<file path="src/rtl/xlat_tlb_pkg.sv">
package xlat_tlb_pkg;

  typedef struct packed {
    logic [21:0] vpn;
    logic [7:0]  asid;
    logic        vld;
    logic        glb;
    logic [1:0]  sz;
  } tag_t;

  typedef struct packed {
    logic [21:0] pfn;
    logic        cach;
    logic        bufr;
    logic        dirty;
    logic        wthru;
    logic [2:0]  ap;
  } dat_t;

  // page-number bits excluded from the compare for a given page size
  function automatic logic [21:0] low_mask(input logic [1:0] sz);
    case (sz)
      2'b00:   return 22'h000000;
      2'b01:   return 22'h000003;
      2'b10:   return 22'h00003F;
      default: return 22'h0003FF;
    endcase
  endfunction

endpackage

</file>
<file path="src/rtl/xlat_tlb_store.sv">
module xlat_tlb_store
  import xlat_tlb_pkg::*;
#(
  parameter int N     = 8,
  parameter bit ISIDE = 1'b0,
  parameter int IW    = 3
) (
  input  logic                clk,
  input  logic                rst,
  input  logic                wr_en,
  input  logic [IW-1:0]       wr_idx,
  input  logic [31:0]         wr_pte,
  input  logic [21:0]         wr_vpn,
  input  logic [7:0]          wr_asid,
  input  logic                wr_vld,
  input  logic [21:0]         lk_vpn,
  input  logic [7:0]          lk_asid,
  output logic [N-1:0]        match,
  output dat_t [N-1:0]        dat_o,
  output logic [N-1:0][1:0]   sz_o
);

  dat_t wr_dat;
  tag_t wr_tag;

  // variant: fields that a side has no use for are never stored
  generate
    if (ISIDE) begin : g_iside
      assign wr_dat = '{pfn: wr_pte[31:10], cach: wr_pte[9], bufr: wr_pte[2],
                        dirty: 1'b0, wthru: 1'b0,
                        ap: {wr_pte[8], 1'b0, wr_pte[6]}};
    end else begin : g_dside
      assign wr_dat = '{pfn: wr_pte[31:10], cach: wr_pte[9], bufr: wr_pte[2],
                        dirty: wr_pte[0], wthru: wr_pte[3],
                        ap: {wr_pte[8:7], 1'b0}};
    end
  endgenerate

  assign wr_tag = '{vpn: wr_vpn, asid: wr_asid, vld: wr_vld,
                    glb: wr_pte[1], sz: wr_pte[5:4]};

  for (genvar i = 0; i < N; i++) begin : g_ent
    tag_t tag_q;
    dat_t dat_q;
    logic sel;

    assign sel = wr_en && (wr_idx == IW'(i));

    always_ff @(posedge clk) begin
      if (rst) begin
        tag_q.vld <= 1'b0;
      end else if (sel) begin
        tag_q <= wr_tag;
      end
    end

    always_ff @(posedge clk) begin
      if (sel) dat_q <= wr_dat;
    end

    assign match[i] = tag_q.vld
                    && (tag_q.glb || (tag_q.asid == lk_asid))
                    && (((tag_q.vpn ^ lk_vpn) & ~low_mask(tag_q.sz)) == 22'h0);
    assign dat_o[i] = dat_q;
    assign sz_o[i]  = tag_q.sz;
  end

endmodule

</file>
<file path="src/rtl/xlat_tlb_pick.sv">
module xlat_tlb_pick #(
  parameter int N  = 8,
  parameter int IW = 3
) (
  input  logic [N-1:0]  match,
  output logic          hit,
  output logic          multi,
  output logic [IW-1:0] idx
);

  always_comb begin
    hit = 1'b0;
    idx = '0;
    for (int i = N - 1; i >= 0; i--) begin
      if (match[i]) begin
        hit = 1'b1;
        idx = IW'(i);
      end
    end
  end

  assign multi = ($countones(match) > 1);

endmodule

</file>
<file path="src/rtl/xlat_tlb_age.sv">
module xlat_tlb_age #(
  parameter int N  = 8,
  parameter int IW = 3
) (
  input  logic          clk,
  input  logic          rst,
  input  logic          hit_en,
  input  logic [IW-1:0] hit_idx,
  input  logic          wr_en,
  input  logic [IW-1:0] wr_idx,
  output logic [N-1:0]  acc_o,
  output logic [IW-1:0] victim_o
);

  logic [N-1:0] acc_q;
  logic [N-1:0] acc_d;

  always_comb begin
    acc_d = acc_q;
    if (hit_en) begin
      acc_d[hit_idx] = 1'b0;
      if (acc_d == '0) begin
        acc_d          = '1;
        acc_d[hit_idx] = 1'b0;
      end
    end
    if (wr_en) acc_d[wr_idx] = 1'b1;
  end

  always_ff @(posedge clk) begin
    if (rst) acc_q <= '1;
    else     acc_q <= acc_d;
  end

  always_comb begin
    victim_o = '0;
    for (int i = N - 1; i >= 0; i--) begin
      if (acc_q[i]) victim_o = IW'(i);
    end
  end

  assign acc_o = acc_q;

endmodule

</file>
<file path="src/rtl/xlat_tlb.sv">
module xlat_tlb
  import xlat_tlb_pkg::*;
#(
  parameter int  ENTRIES = 8,
  parameter bit  ISIDE   = 1'b0,
  localparam int IDX_W   = $clog2(ENTRIES)
) (
  input  logic             clk,
  input  logic             rst,
  input  logic             lk_valid,
  input  logic [31:0]      lk_vaddr,
  input  logic [7:0]       lk_asid,
  input  logic             wr_en,
  input  logic [IDX_W-1:0] wr_index,
  input  logic [31:0]      wr_pte,
  input  logic [21:0]      wr_vpn,
  input  logic [7:0]       wr_asid,
  input  logic             wr_valid,
  output logic             rsp_valid,
  output logic             rsp_hit,
  output logic             rsp_multi,
  output logic [IDX_W-1:0] rsp_index,
  output logic [31:0]      rsp_paddr,
  output logic             rsp_cach,
  output logic             rsp_bufr,
  output logic             rsp_dirty,
  output logic             rsp_wthru,
  output logic [2:0]       rsp_ap,
  output logic [IDX_W-1:0] victim_index
);

  logic [ENTRIES-1:0]      match;
  dat_t [ENTRIES-1:0]      dat_all;
  logic [ENTRIES-1:0][1:0] sz_all;
  logic                    hit;
  logic                    multi;
  logic [IDX_W-1:0]        sel_idx;
  logic [ENTRIES-1:0]      acc_bits;
  dat_t                    sel_dat;
  logic [21:0]             sel_msk;
  logic [31:0]             paddr;

  xlat_tlb_store #(.N(ENTRIES), .ISIDE(ISIDE), .IW(IDX_W)) store_i (
    .clk     (clk),
    .rst     (rst),
    .wr_en   (wr_en),
    .wr_idx  (wr_index),
    .wr_pte  (wr_pte),
    .wr_vpn  (wr_vpn),
    .wr_asid (wr_asid),
    .wr_vld  (wr_valid),
    .lk_vpn  (lk_vaddr[31:10]),
    .lk_asid (lk_asid),
    .match   (match),
    .dat_o   (dat_all),
    .sz_o    (sz_all)
  );

  xlat_tlb_pick #(.N(ENTRIES), .IW(IDX_W)) pick_i (
    .match (match),
    .hit   (hit),
    .multi (multi),
    .idx   (sel_idx)
  );

  xlat_tlb_age #(.N(ENTRIES), .IW(IDX_W)) age_i (
    .clk      (clk),
    .rst      (rst),
    .hit_en   (lk_valid && hit),
    .hit_idx  (sel_idx),
    .wr_en    (wr_en),
    .wr_idx   (wr_index),
    .acc_o    (acc_bits),
    .victim_o (victim_index)
  );

  assign sel_dat = dat_all[sel_idx];
  assign sel_msk = low_mask(sz_all[sel_idx]);
  assign paddr   = {(sel_dat.pfn & ~sel_msk) | (lk_vaddr[31:10] & sel_msk),
                    lk_vaddr[9:0]};

  always_ff @(posedge clk) begin
    if (rst) begin
      rsp_valid <= 1'b0;
      rsp_hit   <= 1'b0;
      rsp_multi <= 1'b0;
      rsp_index <= '0;
      rsp_paddr <= '0;
      rsp_cach  <= 1'b0;
      rsp_bufr  <= 1'b0;
      rsp_dirty <= 1'b0;
      rsp_wthru <= 1'b0;
      rsp_ap    <= '0;
    end else begin
      rsp_valid <= lk_valid;
      if (lk_valid && hit) begin
        rsp_hit   <= 1'b1;
        rsp_multi <= multi;
        rsp_index <= sel_idx;
        rsp_paddr <= paddr;
        rsp_cach  <= sel_dat.cach;
        rsp_bufr  <= sel_dat.bufr;
        rsp_dirty <= sel_dat.dirty;
        rsp_wthru <= sel_dat.wthru;
        rsp_ap    <= sel_dat.ap;
      end else begin
        rsp_hit   <= 1'b0;
        rsp_multi <= 1'b0;
        rsp_index <= '0;
        rsp_paddr <= '0;
        rsp_cach  <= 1'b0;
        rsp_bufr  <= 1'b0;
        rsp_dirty <= 1'b0;
        rsp_wthru <= 1'b0;
        rsp_ap    <= '0;
      end
    end
  end

endmodule

</file>
<file path="config.mk">
export PLATFORM = sky130hd
export DESIGN_NAME = xlat_tlb
export DESIGN_NICKNAME = d
export VERILOG_FILES = /design/src/rtl/xlat_tlb_pkg.sv /design/src/rtl/xlat_tlb_store.sv /design/src/rtl/xlat_tlb_pick.sv /design/src/rtl/xlat_tlb_age.sv /design/src/rtl/xlat_tlb.sv
export SDC_FILE = /design/constraint.sdc
export NUM_CORES = 1
export LEC_CHECK = 0
export BUFFER_PORTS_ARGS = -buffer_cell sky130_fd_sc_hd__buf_2
export CORE_MARGIN = 8
export CORE_UTILIZATION = 54
export CTS_BUF_LIST = sky130_fd_sc_hd__clkbuf_16
export DETAILED_ROUTE_END_ITERATION = 12
export GPL_TIMING_DRIVEN = 0
export PLACE_DENSITY = 0.82
export SLEW_MARGIN = 20
export SYNTH_ARGS = -nofsm -noshare
export SYNTH_HDL_FRONTEND = slang
export SYNTH_SLANG_ARGS = --single-unit
</file>
<file path="constraint.sdc">
create_clock -name clk -period 4.75 [get_ports clk]
set_input_delay 0.95 -clock clk [delete_from_list [all_inputs] [get_ports clk]]
set_output_delay 0.95 -clock clk [all_outputs]
set_load 0.005 [all_outputs]
</file>
==> out/results.txt <==
Nets: 1,721
Post-CTS setup buffers: 0
YS warnings: 0
Failing checks: design-rule violations
Worst reg2reg path depth: 14
Pre-Repair DR Iteration Count: 11
Hold-fix buffers, CTS: 0
Placer congestion estimate: 0.910
Final hold vios: 0
Initial antenna violation count: 8
Largest net degree at the start of global routing: 31
Resize count post-CTS: 0
Seq/Total Area, Yosys: 0.717
Overflow after GRT: 0
Global-route wire length before repair: 79,200 µm
Clock-pin slew on the worst setup and hold paths: 60 ps
Initial DRC count: 1,457
Worst Setup End Kind: register
Antenna-violating nets left: 0
Net Sw Power: 2.04 mW
Crit path max fanout: 10
Number of global-route vias before repair: 13.1k
Row Count: 74
Most used flip-flop cell after synthesis: edfxtp_1
CTS buffer count: 52
Cell taking the most area after synthesis: edfxtp_1
Top cell type's share of synthesized area: 0.663
Setup WS pre-CTS: -246 ps
Comb pwr share: 0.043
Core box area: 40,600 µm²
CP Data Arrival Time: 4930 ps
RSZ-0062 raised after global routing: no
Syn_area_per_cell: 15.9 µm²
Hold Path Class: register to register
Unique masters post-synth: 74
Layout cell share with drive strength beyond 1: 0.199
Root Buffer: clkbuf_16
Cells after Synth: 1,394
Crit Path Class: input pin to register
Endpoints failing setup: 0
Vias per inst: 6.04
Skew-Pair Late Insertion Delay: 600 ps
Remaining DRCs: 2
Pint: 7.89 mW
Hold path depth: 2
Fin crit period: 4500 ps
Max-cap violations: 0
Sw frac: 0.205
Worst slew pin tran: 1050 ps
Status: finished with violations
P_leak: 9.11 nW
Async SR Flop Fraction: 0
P&R area growth vs syn: 15.4%
Port Buffers: 123
EDFF count, synth: 488
Num ports: 158
Worst vdd ir: 0.358 mV
Clk sinks: 548
Mapped cell area: 22,100 µm²
Clock tree from TritonCTS: built
Worst setup margin: 250 ps
#FFs+latches synth: 548
Initial Util: 0.544
Pwr Total: 9.93 mW
Post-DP HPWL: 35,600 µm
Sequential share of power: 0.544
Syn_nets: 1,516
F_max: 222 MHz
WL final: 53,800 µm
Max-slew violations: 0
Cell area power density: 389 nW/µm²
Worst path required time: 5180 ps
TNS Setup: 0 ps
Gr usage total: 0.220
DIE WIDTH: 218 µm
H-tree depth: 2
CTS Buffer Depth: 3
Final period utilization: 0.947
Max_slew headroom: 0.300
Part of the power in the clock network: 0.413
Die area: 47,700 µm²
CP startpoint kind: input pin
Via count: 13.2k
Synth top area cells: edfxtp_1 66%, xnor2_1 5.7%, dfxtp_1 5.4%
Clock Skew: 28.3 ps
Die Ht: 218 µm
Drt wl/cell: 24.7 µm
==> placed cells by master, fill, tap and decap left out, drive strengths merged, types with 6 or more instances in the layout <==
cell / instances
inv: 49
xnor2: 143
diode: 8
edfxtp: 488
and2: 13
nor2: 54
o211ai: 6
dfxtp: 60
nand2: 36
nor3: 22
mux2i: 60
nor4: 33
o221ai: 6
a21boi: 23
nand3: 28
o21ai: 15
clkbuf: 75
xor2: 97
ha: 8
a222oi: 26
nand4: 42
bufinv: 6
a21oi: 23
clkinv: 21
buf: 194
and3: 9
o221a: 22
==> area by class of cell <==
cell class / count / area, µm²
multi-input combinational: 746 / 5850
fill: 2763 / 15100
clock inverter: 42 / 354
clock buffer: 54 / 1350
inverter: 36 / 135
buffer: 64 / 353
tap: 532 / 666
antenna: 8 / 20.0
sequential: 548 / 15900
timing repair buffer: 151 / 925
==> power by group through the flow <==
stage | Combinational [mW] | Sequential (mW) | Clock (mW)
2_1_floorplan | 0.238 | 5.49 | 0
3_3_place_gp | 0.392 | 5.50 | 0
3_5_place_dp | 0.423 | 5.50 | 0
4_1_cts | 0.428 | 5.40 | 4.14
5_1_grt | 0.460 | 5.40 | 4.32
6_report | 0.431 | 5.40 | 4.10
==> worst max-delay path, cell delays in order <==
cell and delay [ps]:
buf_2 210, xor2_1 190, nor4_1 320, nand3_1 120, nor3_1 420, o21ai_0 180, a21o_1 230, ha_1 220
inv_1 90, nor3_1 120, a21oi_1 300, clkbuf_1 570, buf_1 610, o221a_2 330, nor2_1 50
==> routing by layer <==
metal,vias up,wire length [µm],GRT usage
li1,5777,-,-
met3,99,5060,0.0429
met5,-,0,0
met1,6590,20800,0.291
met2,709,26600,0.369
met4,0,1300,0.0629
==> flip-flops by register name, indices dropped and copies added, names as in the netlist, 2 cells and up <==
signal               cells
store_i.sz_o            16
age_i.acc_o              8
store_i.g_ent.tag_q    256
rsp_index                3
store_i.dat_o          224
rsp_ap                   2
rsp_paddr               32
==> final timing paths <==
check / startpoint / endpoint / slack [ps]
setup reg to reg: store_i.g_ent[3].tag_q[9] / rsp_multi / 460
hold / removal: store_i.g_ent[7].tag_q[3] / store_i.g_ent[7].tag_q[3] / 500
setup / recovery: lk_vaddr[24] / rsp_bufr / 250
hold reg to reg: store_i.g_ent[7].tag_q[3] / store_i.g_ent[7].tag_q[3] / 500
==> kinds of logic after synthesis <==
| group | count (synthesis) | share of synthesized area |
|---|---|---|
| flops | 548 | 0.717 |
| simple gates | 259 | 0.0640 |
| xor+xnor | 240 | 0.0951 |
| compound gates | 174 | 0.0662 |
| buf+inv | 100 | 0.0221 |
| mux | 60 | 0.0272 |
| fa+ha+maj | 12 | 0.00815 |
| other cells | 1 | 0.000170 |
==> metrics by stage <==
stage          utilization  hold slack [ps]  cell area [µm²]  std cells
2_1_floorplan            -              437            22100       1394
3_3_place_gp         0.575              476            23400       2049
3_5_place_dp         0.585              486            23800       2077
4_1_cts              0.627              501            25500       2173
5_1_grt              0.627              532            25500       2177
6_report             0.628              505            25500       2181
==> Yosys cell counts, types with 21 or more instances <==
library cell,n
mux2i_1,60
a222oi_1,26
dfxtp_1,60
nand3_1,28
xor2_1,97
xnor2_1,143
nor3_1,21
edfxtp_1,488
clkbuf_1,21
nand2_1,36
buf_2,27
o221a_2,22
nor4_1,30
nor2_1,54
a21oi_1,23
a21boi_0,23
inv_1,35
nand4_1,41
Power figures use the tool's default switching activity.
